## src/rtl/polar_pkg.sv

```systemverilog
package polar_pkg;

   typedef enum logic {
      PH_IDLE = 1'b0,
      PH_RUN  = 1'b1
   } dec_phase_e;

   // Base index of stage s (1..log2(n)-1) in the flat per-stage storage.
   // Stage s holds n>>s entries; stages are stacked from stage 1 upward.
   function automatic int stage_base(input int n, input int s);
      return n - (n >> (s - 1));
   endfunction

endpackage

```

## src/rtl/polar_fg_unit.sv

```systemverilog
module polar_fg_unit #(
   parameter int IW = 9
) (
   input  logic signed [IW-1:0] a,
   input  logic signed [IW-1:0] b,
   input  logic                 psum,
   input  logic                 sel_g,
   output logic signed [IW-1:0] y
);

   logic [IW-1:0]        mag_a;
   logic [IW-1:0]        mag_b;
   logic [IW-1:0]        mag_min;
   logic                 neg;
   logic signed [IW-1:0] f_val;
   logic signed [IW-1:0] g_val;

   if (IW < 3) begin : g_bad_width
      $error("polar_fg_unit: IW must be at least 3");
   end

   always_comb begin
      mag_a   = a[IW-1] ? -a : a;
      mag_b   = b[IW-1] ? -b : b;
      mag_min = (mag_a < mag_b) ? mag_a : mag_b;
      neg     = a[IW-1] ^ b[IW-1];
      f_val   = neg ? -$signed(mag_min) : $signed(mag_min);
      g_val   = psum ? (b - a) : (b + a);
      y       = sel_g ? g_val : f_val;
   end

endmodule

```

## src/rtl/polar_pair_dec.sv

```systemverilog
module polar_pair_dec #(
   parameter int IW = 9
) (
   input  logic signed [IW-1:0] a,
   input  logic signed [IW-1:0] b,
   input  logic                 frz_lo,
   input  logic                 frz_hi,
   output logic                 u_lo,
   output logic                 u_hi
);

   localparam logic signed [IW-1:0] ZERO = '0;

   logic signed [IW-1:0] llr_lo;
   logic signed [IW-1:0] llr_hi;

   // first bit of the pair: f step on the two leaf inputs
   polar_fg_unit #(.IW(IW)) u_leaf_f (
      .a     (a),
      .b     (b),
      .psum  (1'b0),
      .sel_g (1'b0),
      .y     (llr_lo)
   );

   assign u_lo = !frz_lo && (llr_lo < ZERO);

   // second bit: g step steered by the first decision, same cycle
   polar_fg_unit #(.IW(IW)) u_leaf_g (
      .a     (a),
      .b     (b),
      .psum  (u_lo),
      .sel_g (1'b1),
      .y     (llr_hi)
   );

   assign u_hi = !frz_hi && (llr_hi < ZERO);

endmodule

```

## src/rtl/polar_psum_net.sv

```systemverilog
module polar_psum_net #(
   parameter int N  = 8,
   parameter int M  = 3,
   parameter int PW = 2
) (
   input  logic [PW-1:0] pair_idx,
   input  logic          u_lo,
   input  logic          u_hi,
   input  logic [N-3:0]  psl_q,
   output logic [N-3:0]  psl_d
);

   import polar_pkg::*;

   logic [N-1:0] cur;
   logic [N-1:0] nxt;
   logic         stored;

   if (PW != M - 1) begin : g_bad_pw
      $error("polar_psum_net: PW must equal M-1");
   end

   // Walk up the tree from the finished pair: a right child folds into
   // its stored left sibling (encoder butterfly), a left child is stored.
   always_comb begin
      psl_d  = psl_q;
      cur    = '0;
      nxt    = '0;
      cur[0] = u_lo ^ u_hi;
      cur[1] = u_hi;
      stored = 1'b0;
      for (int s = M - 1; s >= 1; s--) begin
         if (!stored) begin
            if (!pair_idx[M-1-s]) begin
               for (int j = 0; j < N / 2; j++) begin
                  if (j < (N >> s)) psl_d[stage_base(N, s) + j] = cur[j];
               end
               stored = 1'b1;
            end else begin
               nxt = cur;
               for (int j = 0; j < N / 2; j++) begin
                  if (j < (N >> s)) begin
                     nxt[j]            = psl_q[stage_base(N, s) + j] ^ cur[j];
                     nxt[j + (N >> s)] = cur[j];
                  end
               end
               cur = nxt;
            end
         end
      end
   end

endmodule

```

## src/rtl/polar_sc2_decoder.sv

```systemverilog
module polar_sc2_decoder
   import polar_pkg::*;
#(
   parameter int N = 8,
   parameter int W = 6
) (
   input  logic           clk,
   input  logic           rst_n,
   input  logic           start,
   input  logic [N*W-1:0] llr_in,
   input  logic [N-1:0]   frozen_in,
   output logic [N-1:0]   bits_out,
   output logic           done
);

   localparam int M   = $clog2(N);
   localparam int PW  = M - 1;
   localparam int NP  = N / 2;
   localparam int IW  = W + M;
   localparam int SW  = $clog2(M + 1);
   localparam int LAT = (3 * N) / 2 - 2;
   localparam int LW  = $clog2(LAT + 1);
   localparam logic [SW-1:0] ST_PAIR   = SW'(M);
   localparam logic [SW-1:0] ST_FIRST  = SW'(1);
   localparam logic [PW-1:0] PAIR_LAST = PW'(NP - 1);

   if (N < 4 || (1 << M) != N) begin : g_bad_n
      $error("polar_sc2_decoder: N must be a power of two, at least 4");
   end
   if (W < 2) begin : g_bad_w
      $error("polar_sc2_decoder: W must be at least 2");
   end

   dec_phase_e           ph_q;
   logic [PW-1:0]        pair_q;
   logic [SW-1:0]        st_q;
   logic [N-1:0]         frz_q;
   logic [N-1:0]         bits_q;
   logic                 done_q;
   logic [N-3:0]         psl_q;
   logic [N-3:0]         psl_d;
   logic signed [IW-1:0] ch_d  [N];
   logic signed [IW-1:0] ch_q  [N];
   logic signed [IW-1:0] stg_q [N-2];
   logic signed [IW-1:0] pe_y  [N-2];
   logic                 stg_we[N-2];
   logic                 accept;
   logic                 run;
   logic                 pair_fire;
   logic                 op_g;
   logic [PW-1:0]        pair_nxt;
   logic [SW-1:0]        restart_st;
   logic                 u_lo;
   logic                 u_hi;
   logic [LW-1:0]        lat_q;

   assign accept    = (ph_q == PH_IDLE) && start;
   assign run       = (ph_q == PH_RUN);
   assign pair_fire = run && (st_q == ST_PAIR);
   assign pair_nxt  = pair_q + 1'b1;

   // f or g at the active inner stage follows the pair index bit of that level
   always_comb begin
      op_g = 1'b0;
      for (int s = 1; s < M; s++) begin
         if (st_q == SW'(s)) op_g = pair_q[M-1-s];
      end
   end

   // next pair restarts at the stage of its lowest set index bit
   always_comb begin
      restart_st = ST_FIRST;
      for (int b = PW - 1; b >= 0; b--) begin
         if (pair_nxt[b]) restart_st = SW'(M - 1 - b);
      end
   end

   // sign-magnitude to two's complement, widened for g growth
   for (genvar i = 0; i < N; i++) begin : g_chan
      logic [W-2:0] mag;
      logic         sgn;
      assign mag     = llr_in[i*W +: W-1];
      assign sgn     = llr_in[i*W + W - 1];
      assign ch_d[i] = sgn ? -$signed({{(IW-W+1){1'b0}}, mag})
                           :  $signed({{(IW-W+1){1'b0}}, mag});
   end

   // inner stages: one processing element per output of each stage
   for (genvar s = 1; s < M; s++) begin : g_stage
      localparam int H    = N >> s;
      localparam int BASE = stage_base(N, s);
      for (genvar i = 0; i < H; i++) begin : g_pe
         logic signed [IW-1:0] pa;
         logic signed [IW-1:0] pb;
         logic signed [IW-1:0] py;
         if (s == 1) begin : g_from_chan
            assign pa = ch_q[i];
            assign pb = ch_q[i + H];
         end else begin : g_from_stage
            localparam int PBASE = stage_base(N, s - 1);
            assign pa = stg_q[PBASE + i];
            assign pb = stg_q[PBASE + i + H];
         end
         polar_fg_unit #(.IW(IW)) u_pe (
            .a     (pa),
            .b     (pb),
            .psum  (psl_q[BASE + i]),
            .sel_g (op_g),
            .y     (py)
         );
         assign pe_y[BASE + i]   = py;
         assign stg_we[BASE + i] = run && (st_q == SW'(s));
      end
   end

   polar_pair_dec #(.IW(IW)) u_pair (
      .a      (stg_q[N-4]),
      .b      (stg_q[N-3]),
      .frz_lo (frz_q[{pair_q, 1'b0}]),
      .frz_hi (frz_q[{pair_q, 1'b1}]),
      .u_lo   (u_lo),
      .u_hi   (u_hi)
   );

   polar_psum_net #(.N(N), .M(M), .PW(PW)) u_psum (
      .pair_idx (pair_q),
      .u_lo     (u_lo),
      .u_hi     (u_hi),
      .psl_q    (psl_q),
      .psl_d    (psl_d)
   );

   always_ff @(posedge clk) begin
      if (!rst_n) begin
         for (int k = 0; k < N - 2; k++) stg_q[k] <= '0;
         for (int k = 0; k < N; k++) ch_q[k] <= '0;
      end else begin
         for (int k = 0; k < N - 2; k++) begin
            if (stg_we[k]) stg_q[k] <= pe_y[k];
         end
         if (accept) begin
            for (int k = 0; k < N; k++) ch_q[k] <= ch_d[k];
         end
      end
   end

   always_ff @(posedge clk) begin
      if (!rst_n) begin
         ph_q   <= PH_IDLE;
         pair_q <= '0;
         st_q   <= ST_FIRST;
         frz_q  <= '0;
         bits_q <= '0;
         done_q <= 1'b0;
         psl_q  <= '0;
      end else begin
         done_q <= 1'b0;
         if (accept) begin
            ph_q   <= PH_RUN;
            pair_q <= '0;
            st_q   <= ST_FIRST;
            frz_q  <= frozen_in;
         end else if (run) begin
            if (pair_fire) begin
               bits_q[{pair_q, 1'b0}] <= u_lo;
               bits_q[{pair_q, 1'b1}] <= u_hi;
               psl_q                  <= psl_d;
               if (pair_q == PAIR_LAST) begin
                  ph_q   <= PH_IDLE;
                  done_q <= 1'b1;
               end else begin
                  pair_q <= pair_nxt;
                  st_q   <= restart_st;
               end
            end else begin
               st_q <= st_q + 1'b1;
            end
         end
      end
   end

   assign bits_out = bits_q;
   assign done     = done_q;

   // cycles since acceptance, kept for the latency property
   always_ff @(posedge clk) begin
      if (!rst_n)      lat_q <= '0;
      else if (accept) lat_q <= '0;
      else if (run)    lat_q <= lat_q + 1'b1;
   end

   p_latency_r2: assert property (@(posedge clk) disable iff (!rst_n)
      done_q |-> (lat_q == LW'(LAT)));

   p_done_single_r3: assert property (@(posedge clk) disable iff (!rst_n)
      done_q |=> !done_q);

   p_frozen_zero_r5: assert property (@(posedge clk) disable iff (!rst_n)
      done_q |-> ((bits_q & frz_q) == '0));

   p_mask_held_r8: assert property (@(posedge clk) disable iff (!rst_n)
      run |=> $stable(frz_q));

   p_hold_idle_r9: assert property (@(posedge clk) disable iff (!rst_n)
      (!run && !start) |=> $stable(bits_q));

   p_pair_order_r7: assert property (@(posedge clk) disable iff (!rst_n)
      (pair_fire && (pair_q != PAIR_LAST)) |=> (pair_q == $past(pair_q) + 1'b1));

   p_start_ignored_r4: assert property (@(posedge clk) disable iff (!rst_n)
      (run && !pair_fire) |=> run);

endmodule

```

## config.mk

```make
export PLATFORM = sky130hd
export DESIGN_NAME = polar_sc2_decoder
export DESIGN_NICKNAME = d
export VERILOG_FILES = /design/src/rtl/polar_pkg.sv /design/src/rtl/polar_fg_unit.sv /design/src/rtl/polar_pair_dec.sv /design/src/rtl/polar_psum_net.sv /design/src/rtl/polar_sc2_decoder.sv
export SDC_FILE = /design/constraint.sdc
export NUM_CORES = 1
export LEC_CHECK = 0
export BUFFER_PORTS_ARGS = -buffer_cell sky130_fd_sc_hd__buf_2
export CORE_ASPECT_RATIO = 1.75
export CORE_MARGIN = 1.5
export CORE_UTILIZATION = 51
export CTS_CLUSTER_SIZE = 20
export DETAILED_ROUTE_END_ITERATION = 6
export PLACE_DENSITY = 0.7
export SLEW_MARGIN = 20
export SYNTH_ARGS = -nofsm -noshare
export SYNTH_HDL_FRONTEND = slang
export SYNTH_HIERARCHICAL = 1
export SYNTH_SLANG_ARGS = --single-unit
```

## constraint.sdc

```tcl
create_clock -name clk -period 7.1 [get_ports clk]
set_input_delay 0.355 -clock clk [delete_from_list [all_inputs] [get_ports clk]]
set_output_delay 0.355 -clock clk [all_outputs]
set_load 0.02 [all_outputs]
```

Yosys cells after proc, flatten, opt, wreduce, memory -nomap -nowiden:

Memory sizes are Yosys's and may differ from the RTL's.
Cells that the tools add are included.

* bits in registers: 28
* ROM bits: 0
* logic and storage cells: 214
* input port bits: 59
* memories kept: 2
* latch bits: 0
* bits in writable memories: 126
* output and inout bits: 9

* shift operators: 0
* eq/ne operators: 5
* reductions and logical operators: 17
* muxes and demuxes: 93
* $lt $le $gt $ge: 13
* $add $sub $neg: 45
* div/mod/pow operators: 0
* multipliers: 0
* bitwise gates (word level): 31

Memory list
* ch_q: depth 8, bits a word 9, rd ports 8, clocked after Yosys merged registers in 0, write ports 8, RTL line polar_sc2_decoder.sv:43 `logic signed [IW-1:0] ch_q [N];`
* stg_q: depth 6, bits a word 9, rd ports 6, clocked after Yosys merged registers in 0, write ports 6, RTL line polar_sc2_decoder.sv:44 `logic signed [IW-1:0] stg_q [N-2];`

Operator list (count)
* 9-bit 2-to-1 mux: 63
* 9-bit negation: 21
* 5-bit negation with 9-bit output: 8
* 9-bit adder: 7
* 9-bit less-than comparator: 7
* 9-bit subtractor: 7
* 1-bit 2-to-1 mux: 21
* 9-bit by 1-bit less-than comparator with 1-bit output, second input constant: 2
* 8-bit bitwise mux: 2
* 1-bit OR: 14
* 1-bit bitwise XOR: 10
* 1-bit logical AND: 8
* 3-bit by 4-bit less-than comparator with 1-bit output, second input constant: 2
* 1-bit NOT: 7
* 2-bit equality test, second input constant: 3
* 3-bit by 1-bit >= comparator with 1-bit output, second input constant: 2
* 2-bit 2-to-1 mux: 3
* 3-bit AND reduction: 2
* 5-bit AND reduction: 1
* 2-bit by 1-bit adder with 2-bit output, second input constant: 2
* 1-bit binary-select mux with 2-bit select: 2
* 1-bit demux with 2-bit select: 2
* 4-bit AND reduction: 1
* 4-bit OR reduction: 1
* 5 further kinds: 6

Longest topological paths before layout:

Gate-level depths: netlist (run 1).
An unclocked memory read counts as a cell.

* depth after elaboration: 14
* mapped depth: 40
* mapped depth without buffers: 37

Hierarchy:

The synthesis (run 1) kept the hierarchy.

By module, submodules not included
* polar_fg_unit at g_stage[1].g_pe[1].u_pe ...: area each 1570.3 um^2, seq. area each 0.0 um^2, times used 6, cells each 217
* polar_sc2_decoder: area each 6685.2 um^2, seq. area each 4344.2 um^2, times used 1, cells each 519
* polar_fg_unit at g_stage[1].g_pe[0].u_pe: area each 1606.5 um^2, seq. area each 0.0 um^2, times used 1, cells each 225
* polar_fg_unit at u_pair.u_leaf_f: area each 1488.9 um^2, seq. area each 0.0 um^2, times used 1, cells each 209
* polar_psum_net: area each 120.1 um^2, seq. area each 0.0 um^2, times used 1, cells each 10
* polar_pair_dec: area each 35.0 um^2, seq. area each 0.0 um^2, times used 1, cells each 4

Worst setup path after synthesis (run 1):

No wires, ideal clock.

* path type: reg2reg
* start: mem stg_q[5][1]
* end: reg psl_q[0]
* arrival time: 7.758 ns
* cell stages (with the launch flop): 37
* clock period less this slack: 7.880 ns
* slack: -0.780 ns
* data required time: 6.978 ns
* path buffers: 3
* setup time: 0.122 ns
* path through: edfxtp_1 > or4_1 > o21ai_0 > xnor2_1 > inv_1 > ha_1 > or2_2 > or3_1 > and3_4 > a211o_1 > buf_6 > buf_2 > mux2i_1 > ha_1 > nand2_1 > or4_1 > nor3_1 > mux2_2 > nor4_1 > a211oi_1 > nor2b_4 > clkbuf_1 > mux2i_1 > fa_1 > a21o_1 > a21oi_1 > o21ai_0 > a21oi_1 > o21ai_0 > a21oi_1 > xnor2_1 > mux2i_1 > nor2b_4 > xor3_1 > mux2_4 > nand2_1 > a21boi_0

RTL lines
* start: declaration: RTL line polar_sc2_decoder.sv:44
* end signal: assignment: RTL line polar_sc2_decoder.sv:167 `psl_q <= psl_d;`
* end: declaration: RTL line polar_sc2_decoder.sv:40 `logic [N-3:0] psl_q;`

==> reports/metrics.cfg, run 1 <==
[setup_path]
critical_path_depth=37
path_buf_inv=3
slowest_delay_ns=0.43
path_common_cell=o21ai_1
start_kind=register
critPathCaptureType=register
cp_data_arrival_time_ns=7.23
cp_top_family=compound AO/OA/AOI/OAI gates
r2r_cells=37
crit_required_ns=7.45
crit_path_top_delay_cell=edfxtp_1
crit_fanout=5
path_class=register to register

[drt]
firstDrtPassIters=6
wl_per_cell_um=17.5
drc=0
viasPerCell=5.83
drt_iter0_drc=816
drt-total-wl_um=46000
drtAntennaViolNets=0
vias=15300

[grt]
grt_overflow_total=0
grt_max_degree=77
antenna_found_initial=0
grt_pass1_wl_um=73700
grtUsageTotal_pct=24.8
grt_pass1_vias=15200

[timing]
setup_viol=0
hold_viol=0
fin_ws_ns=0.218
final.period_utilization_pct=96.9
finClkSkew_ns=0.0162
fmax_mhz=145
worst_pin_slew_ns=1.08
slew_headroom_pct=27.8
period_minus_slack_ns=6.88
slew_violations=0
holdWs_ns=0.118

[synthesis]
synth-warning-count=6
syn_avg_cell_area_um2=8.70
postSynthCellCount=2107
synthesis.area_mm2=0.0183

[cts]
h-tree-depth=4
clkSlewWorstSetupHoldPaths_ns=0.06
cts.sinks=154
clock_latency_ns=0.45
hold_buffers=0
ctsLongestPathBuffers=2
cts_made_buffers=17
cts_tree=yes
cts-root-buf=clkbuf_16

[finish]
fin_area_mm2=0.0198
drive_above_1_share_pct=12.8
syn_to_final_growth_pct=8.00
diodes=0
final_nets=2390
final_cells=2627
n_fill_cell=3243

[die]
start_util_pct=51.9
die-area_mm2=0.0371
die_h_um=254
core_area_mm2=0.0353
die_width_um=146
core.rowCount=91
pin_count=68

[place]
gp_congestion=0.967
dp.cells=2576
place_ws_ns=0.0782
dp.final_hpwl_um=37300
place_area_mm2=0.0189
portBuffers=67

[run]
cap_violations=0

[power_and_ir_drop]
irDropWorstVdd_v=0.000202
leakage_nw=8.20
powerDensity_mw_per_mm2=220

[min_path]
min_path_type=input pin to register
hold_depth=2

[run_status]
outcome=complete, no violations

[layout by cell type (no fill, tap or decap), types with 30 or more instances in the layout]
cell type  count
mux2i_1       80
nor2_1       179
xnor2_1      156
buf_2         67
inv_1        158
nor3_1        31
ha_1         168
nand2b_1      32
nor2b_1       41
buf_4         37
a31oi_1       32
a21oi_1      118
o21ai_0       78
and2_1        75
nand3_1       30
a21boi_0      33
xor2_1        84
o31ai_1       30
a21o_1        30
nand2_1      101
edfxtp_1     126
[through the flow]
| stage | utilization [%] | total power [mW] | setup TNS, ns |
|---|---|---|---|
| floorplan | - | 2.92 | 0 |
| global placement | 53.6 | 3.36 | 0 |
| detailed placement | 53.6 | 3.42 | 0 |
| CTS | 55.3 | 4.32 | 0 |
| global route | 56.1 | 4.65 | -0.0934 |
| finish | 56.1 | 4.36 | 0 |
[power by group]
group / switching [mW] / leakage (nW) / internal, mW
logic: 1.29 / 6.34 / 0.979
registers: 0.138 / 1.57 / 1.06
clock network: 0.370 / 0.290 / 0.519
[sequential cells by signal, summed over array words and instances (netlist names)]
register and flops:
pair_q 2, ch_q 72, stg_q 54, ph_q 1, psl_q 6, bits_out 8
frz_q 8, done 1, st_q 2
[worst paths after layout]
kind	from	end	slack, ns
worst max-delay path	stg_q[4][1]	psl_q[1]	0.22
worst min-delay path	frozen_in[6]	frz_q[6]	0.12
worst max register to register	stg_q[4][1]	psl_q[1]	0.22
worst min register to register	bits_out[5]	bits_out[5]	0.46
[per-layer routing]
layer  routed length, um  track usage [%]  vias to the layer above
met2               24400             47.6                      352
met1               17700             25.2                     7210
met3                1180             2.66                      147
met5                   0                0                        -
met4                2670             15.8                        0
li1                    -                -                     7609
[repair_timing]
item                                   4_1_cts  5_1_grt
setup buffers                                0       19
setup endpoints to repair                    0       10
endpoints found under the hold margin        0        0
gates resized for setup                      0       44
[final cells by class]
class	instances	area [um^2]	share of cell area, %
Tap cell	465	582	2.94
Clock inverter	11	81.3	0.411
Multi-Input combinational cell	1703	13000	65.7
Timing Repair Buffer	105	628	3.17
Sequential cell	154	4340	21.9
Clock buffer	21	514	2.60
Inverter	168	633	3.20
No activity file was read; power rests on OpenSTA's default activity.
==> run 2: changes to the inputs <==
- CTS_BUF_LIST: not set -> sky130_fd_sc_hd__clkbuf_16
==> run 2 against run 1 <==
Against the previous run: count of clock-buffer cells in the layout decreased by 1; sequential share of layout area about the same; sequential power about the same; global-route usage about the same; combinational power about the same; flip-flop and latch count unchanged; final cell count about the same; final area about the same; worst setup slack improved by 0.034 ns; non-clock buffer count decreased by 1; highest routed layer unchanged.
==> reports/metrics.cfg, run 2 (synthesis results as in run 1) <==
[cts]
cts_tree=yes
ctsLongestPathBuffers=2
cts_made_buffers=17
clkSlewWorstSetupHoldPaths_ns=0.06
cts.sinks=154
clock_latency_ns=0.45
h-tree-depth=4
cts-root-buf=clkbuf_16

[setup_path]
critPathCaptureType=register
r2r_cells=38
start_kind=register
cp_data_arrival_time_ns=7.19
r2r_setup_slack_ns=0.25
slowest_delay_ns=0.45
path_class=register to register
crit_fanout=5
worstReg2RegEnd=psl_q[1]
cp_top_family=simple AND/OR/NAND/NOR gates
path_buf_inv=3
crit_required_ns=7.44
r2r_start=stg_q[4][1]
crit_path_top_delay_cell=edfxtp_1

[power_and_ir_drop]
irDropWorstVdd_v=0.000201
powerDensity_mw_per_mm2=220
leakage_nw=8.19
total_power_mw=4.35

[die]
die-area_mm2=0.0371
core_area_mm2=0.0353
pin_count=68
core.rowCount=91
start_util_pct=51.9
die_width_um=146
die_h_um=254

[grt]
grt_max_degree=77
grtUsageTotal_pct=24.8
grt_pass1_wl_um=73800
grt_overflow_total=0
antenna_found_initial=0
grt_pass1_vias=15100

[run]
cap_violations=0

[finish]
largest_reg_flops=72
n_fill_cell=3245
diodes=0
fin_area_mm2=0.0198
final_common_cell=nor2_1
regMostFlops=ch_q
multi_input_area_mm2=0.0130
reg_top3=ch_q: 72 flops, stg_q: 54 flops
regArea_mm2=0.00434
syn_to_final_growth_pct=7.92
final_nets=2389
final_cell_mix=nor2_1, ha_1, inv_1
drive_above_1_share_pct=12.8

[run_status]
outcome=complete, no violations

[min_path]
holdPathEnd=frz_q[6]
hold_start=frozen_in[6]
min_path_type=input pin to register
hold_depth=2

[drt]
firstDrtPassIters=5
drt-total-wl_um=46000
drt_iter0_drc=841
drtAntennaViolNets=0
drc=0
viasPerCell=5.82
wl_per_cell_um=17.5
vias=15300

[place]
gp_congestion=0.967
dp.final_hpwl_um=37300
portBuffers=67
place_area_mm2=0.0189

[timing]
setup_viol=0
tns_ns=0
worst_pin_slew_ns=1.09
period_minus_slack_ns=6.85
final.period_utilization_pct=96.5
holdWs_ns=0.126
slew_violations=0
slew_headroom_pct=27.2
fmax_mhz=146
finClkSkew_ns=0.0125
hold_viol=0

==> run 2: cell count changes in the layout (fill, tap and decap cells not counted) <==
cell / delta
inv_2: +1
buf_4: -1
clkbuf_8: -1
nand2_2: +1
nand2_1: -1
==> run 2: power by group <==
group	internal [mW]	switching, mW
sequential	1.06	0.138
clock	0.509	0.369
combinational	0.979	1.29
==> run 2: what timing repair did <==
action	CTS	global route
resized for setup	0	45
setup endpoints to repair	0	10
hold buffers	0	0
setup buffers	0	18
==> run 2: stage by stage <==
step / cells / utilization, % / worst slack, ns
after floorplan: 2109 / - / 0.152
after CTS: 2608 / 55.2 / 0.0519
after global placement: 2576 / 53.6 / 0.194
final: 2626 / 56.0 / 0.252
after global routing: 2626 / 56.0 / -0.0492
after detailed placement: 2576 / 53.6 / 0.0782
==> run 2: final cells by class <==
class	instances	share of cell area, %
clock buffers	20	2.53
clock inverters	12	0.430
flip-flops and latches	154	22.0
well taps	465	2.94
multi-input cells	1703	65.8
repair buffers	104	3.14
inverters	168	3.20
==> run 2: worst max path at each step <==
stage                      from  slack, ns        to  depth (start not counted)
floorplan           stg_q[5][1]       0.15  psl_q[0]                         37
global placement    stg_q[4][1]       0.19  psl_q[0]                         35
detailed placement  stg_q[4][1]       0.08  psl_q[0]                         35
CTS                 stg_q[4][1]       0.05  psl_q[0]                         35
global route        stg_q[4][1]      -0.05  psl_q[1]                         38
finish              stg_q[4][1]       0.25  psl_q[1]                         38
==> run 2: per-layer routing <==
metal | part of all wire (%) | up-vias | wire [um] | GRT usage, %
li1 | - | 7605 | - | -
met1 | 39 | 7200 | 17800 | 25.3
met2 | 53 | 351 | 24500 | 47.8
met3 | 2.7 | 131 | 1230 | 2.60
met4 | 5.4 | 0 | 2500 | 15.4
met5 | 0 | - | 0 | 0
==> run 3: changes to the inputs <==
- CORE_MARGIN: 1.5 -> not set
==> run 3 against run 2 <==
Against the previous run: sequential share of layout area increased by 0.17 points; final cell count down 0.34%; core utilization shrank 0.42 points; first-iteration DRC count increased by 21%; sequential power hardly changed; worst setup slack better by 0.073 ns; count of clock-buffer cells in the layout decreased by 1; die area down 1.1%; wire length grew 0.47%; total power decreased by 0.42%; via count up 0.57%; largest cell class unchanged.
==> reports/metrics.cfg, run 3 (synthesis results as in run 1) <==
[run_status]
outcome=complete, no violations

[die]
start_util_pct=51.9
pin_count=68
die-area_mm2=0.0367
die_h_um=253
core.rowCount=91
core_area_mm2=0.0353
die_width_um=145

[place]
dp.final_hpwl_um=37600
portBuffers=67
gp_congestion=0.958

[setup_path]
crit_fanout=4
path_common_cell=a21oi_1
path_class=register to register
cp_data_arrival_time_ns=7.11
worstReg2RegEnd=psl_q[1]
slowest_delay_ns=0.57
crit_path_top_delay_cell=or4_4
r2r_cells=34
start_kind=register
r2r_start=stg_q[5][0]
critPathCaptureType=register
r2r_setup_slack_ns=0.32
crit_required_ns=7.43

[drt]
firstDrtPassIters=5
routed.top_layer=met4
vias=15400
drt_iter0_drc=1020
met3_length_um=1370
wl_met1_um=17400
drc=0
wl_per_cell_um=17.7
drt-total-wl_um=46200
wl_met2_um=24600
drtAntennaViolNets=0
viasPerCell=5.87

[timing]
slew_headroom_pct=24.4
rsz0062_at_grt=true
holdWs_ns=0.114
fmax_mhz=148
hold_viol=0
period_minus_slack_ns=6.78
finClkSkew_ns=0.0129
slew_violations=0
setup_viol=0
worst_pin_slew_ns=1.13
final.period_utilization_pct=95.4

[finish]
largest_reg_flops=72
drive_above_1_share_pct=11.8
syn_to_final_growth_pct=7.11
final_common_cell=nor2_1
final_nets=2380
final_cell_mix=nor2_1, ha_1, inv_1
reg_top3=ch_q: 72 flops, stg_q: 54 flops
diodes=0
regMostFlops=ch_q

[power_and_ir_drop]
internal-power_mw=2.52
seqPwrFrac_pct=27.7
irDropWorstVdd_v=0.000166
pwr-share-comb_pct=52.3
switching_share_pct=41.8
total_power_mw=4.33
p_switching_mw=1.81
leakage_nw=8.15
pwr-share-clk_pct=20.0
powerDensity_mw_per_mm2=221

[cts]
cts_made_buffers=17
ctsLongestPathBuffers=2
clock_latency_ns=0.45
cts_tree=yes
cts.sinks=154
clkSlewWorstSetupHoldPaths_ns=0.07
h-tree-depth=4
hold_buffers=0
cts-root-buf=clkbuf_16

[grt]
grt_overflow_total=0
grt_max_degree=77
antenna_found_initial=0
grt_pass1_wl_um=74500
grt_pass1_vias=15400
grtUsageTotal_pct=25.2

[min_path]
hold_start=frozen_in[6]
hold_depth=2
min_path_type=input pin to register
holdPathEnd=frz_q[6]

[run]
cap_violations=0

==> run 3: worst max-delay path, delay by kind of cell (launching register included) <==
family | cells | cell delay [ns]
XOR/XNOR | 3 | 0.43
buffers and inverters | 2 | 0.25
AND/OR/NAND/NOR | 10 | 2.16
AO/OA/AOI/OAI | 12 | 2.00
multiplexers | 4 | 0.64
flip-flops | 1 | 0.43
adder cells (fa/ha/maj) | 3 | 0.77
==> run 3: timing repair <==
| item | in CTS | in global routing |
|---|---|---|
| setup buffers | 2 | 4 |
| setup endpoints to repair | 1 | 9 |
| pin swaps | 0 | 17 |
| gates resized for setup | 0 | 25 |
==> run 3: final cells by class <==
type / count / area, um^2
clock inverter: 13 / 90.1
tap: 465 / 582
inverter: 168 / 633
sequential: 154 / 4340
timing repair buffer: 95 / 566
multi-input combinational: 1703 / 12900
fill: 3241 / 15700
clock buffer: 19 / 475
==> run 3: metrics by stage <==
stage	util (%)	instances	area [um^2]	setup TNS, ns	setup slack (ns)
detailed placement	53.6	2579	18900	-0.0177	-0.0177
CTS	55.3	2613	19500	0	0.0446
floorplan	-	2109	18300	0	0.152
global route	55.6	2617	19600	-0.0302	-0.0195
finish	55.6	2617	19600	0	0.325
global placement	53.6	2579	18900	0	0.0743
==> run 3: metal layers <==
layer  global-route usage [%]  vias to the layer above
met1                     25.1                     7201
met2                     48.8                      426
li1                         -                     7590
met4                     17.0                        0
met5                        0                        -
met3                     2.74                      157
==> run 3: power groups by stage <==
stage               Clock, mW  Sequential, mW  Combinational, mW
floorplan                   0            1.15               1.77
finish                  0.865            1.20               2.27
CTS                     0.883            1.20               2.22
detailed placement          0            1.22               2.21
global placement            0            1.21               2.15
global route            0.915            1.21               2.49
==> run 3: how the worst max path moves through the flow <==
stage	start	endpoint	slack, ns	cells after the start
6_report	stg_q[5][0]	psl_q[1]	0.32	34
5_1_grt	stg_q[5][0]	psl_q[4]	-0.02	33
4_1_cts	stg_q[5][0]	psl_q[1]	0.04	35
3_5_place_dp	stg_q[5][0]	psl_q[0]	-0.02	34
3_3_place_gp	stg_q[5][0]	psl_q[0]	0.07	34
2_1_floorplan	stg_q[5][1]	psl_q[0]	0.15	37
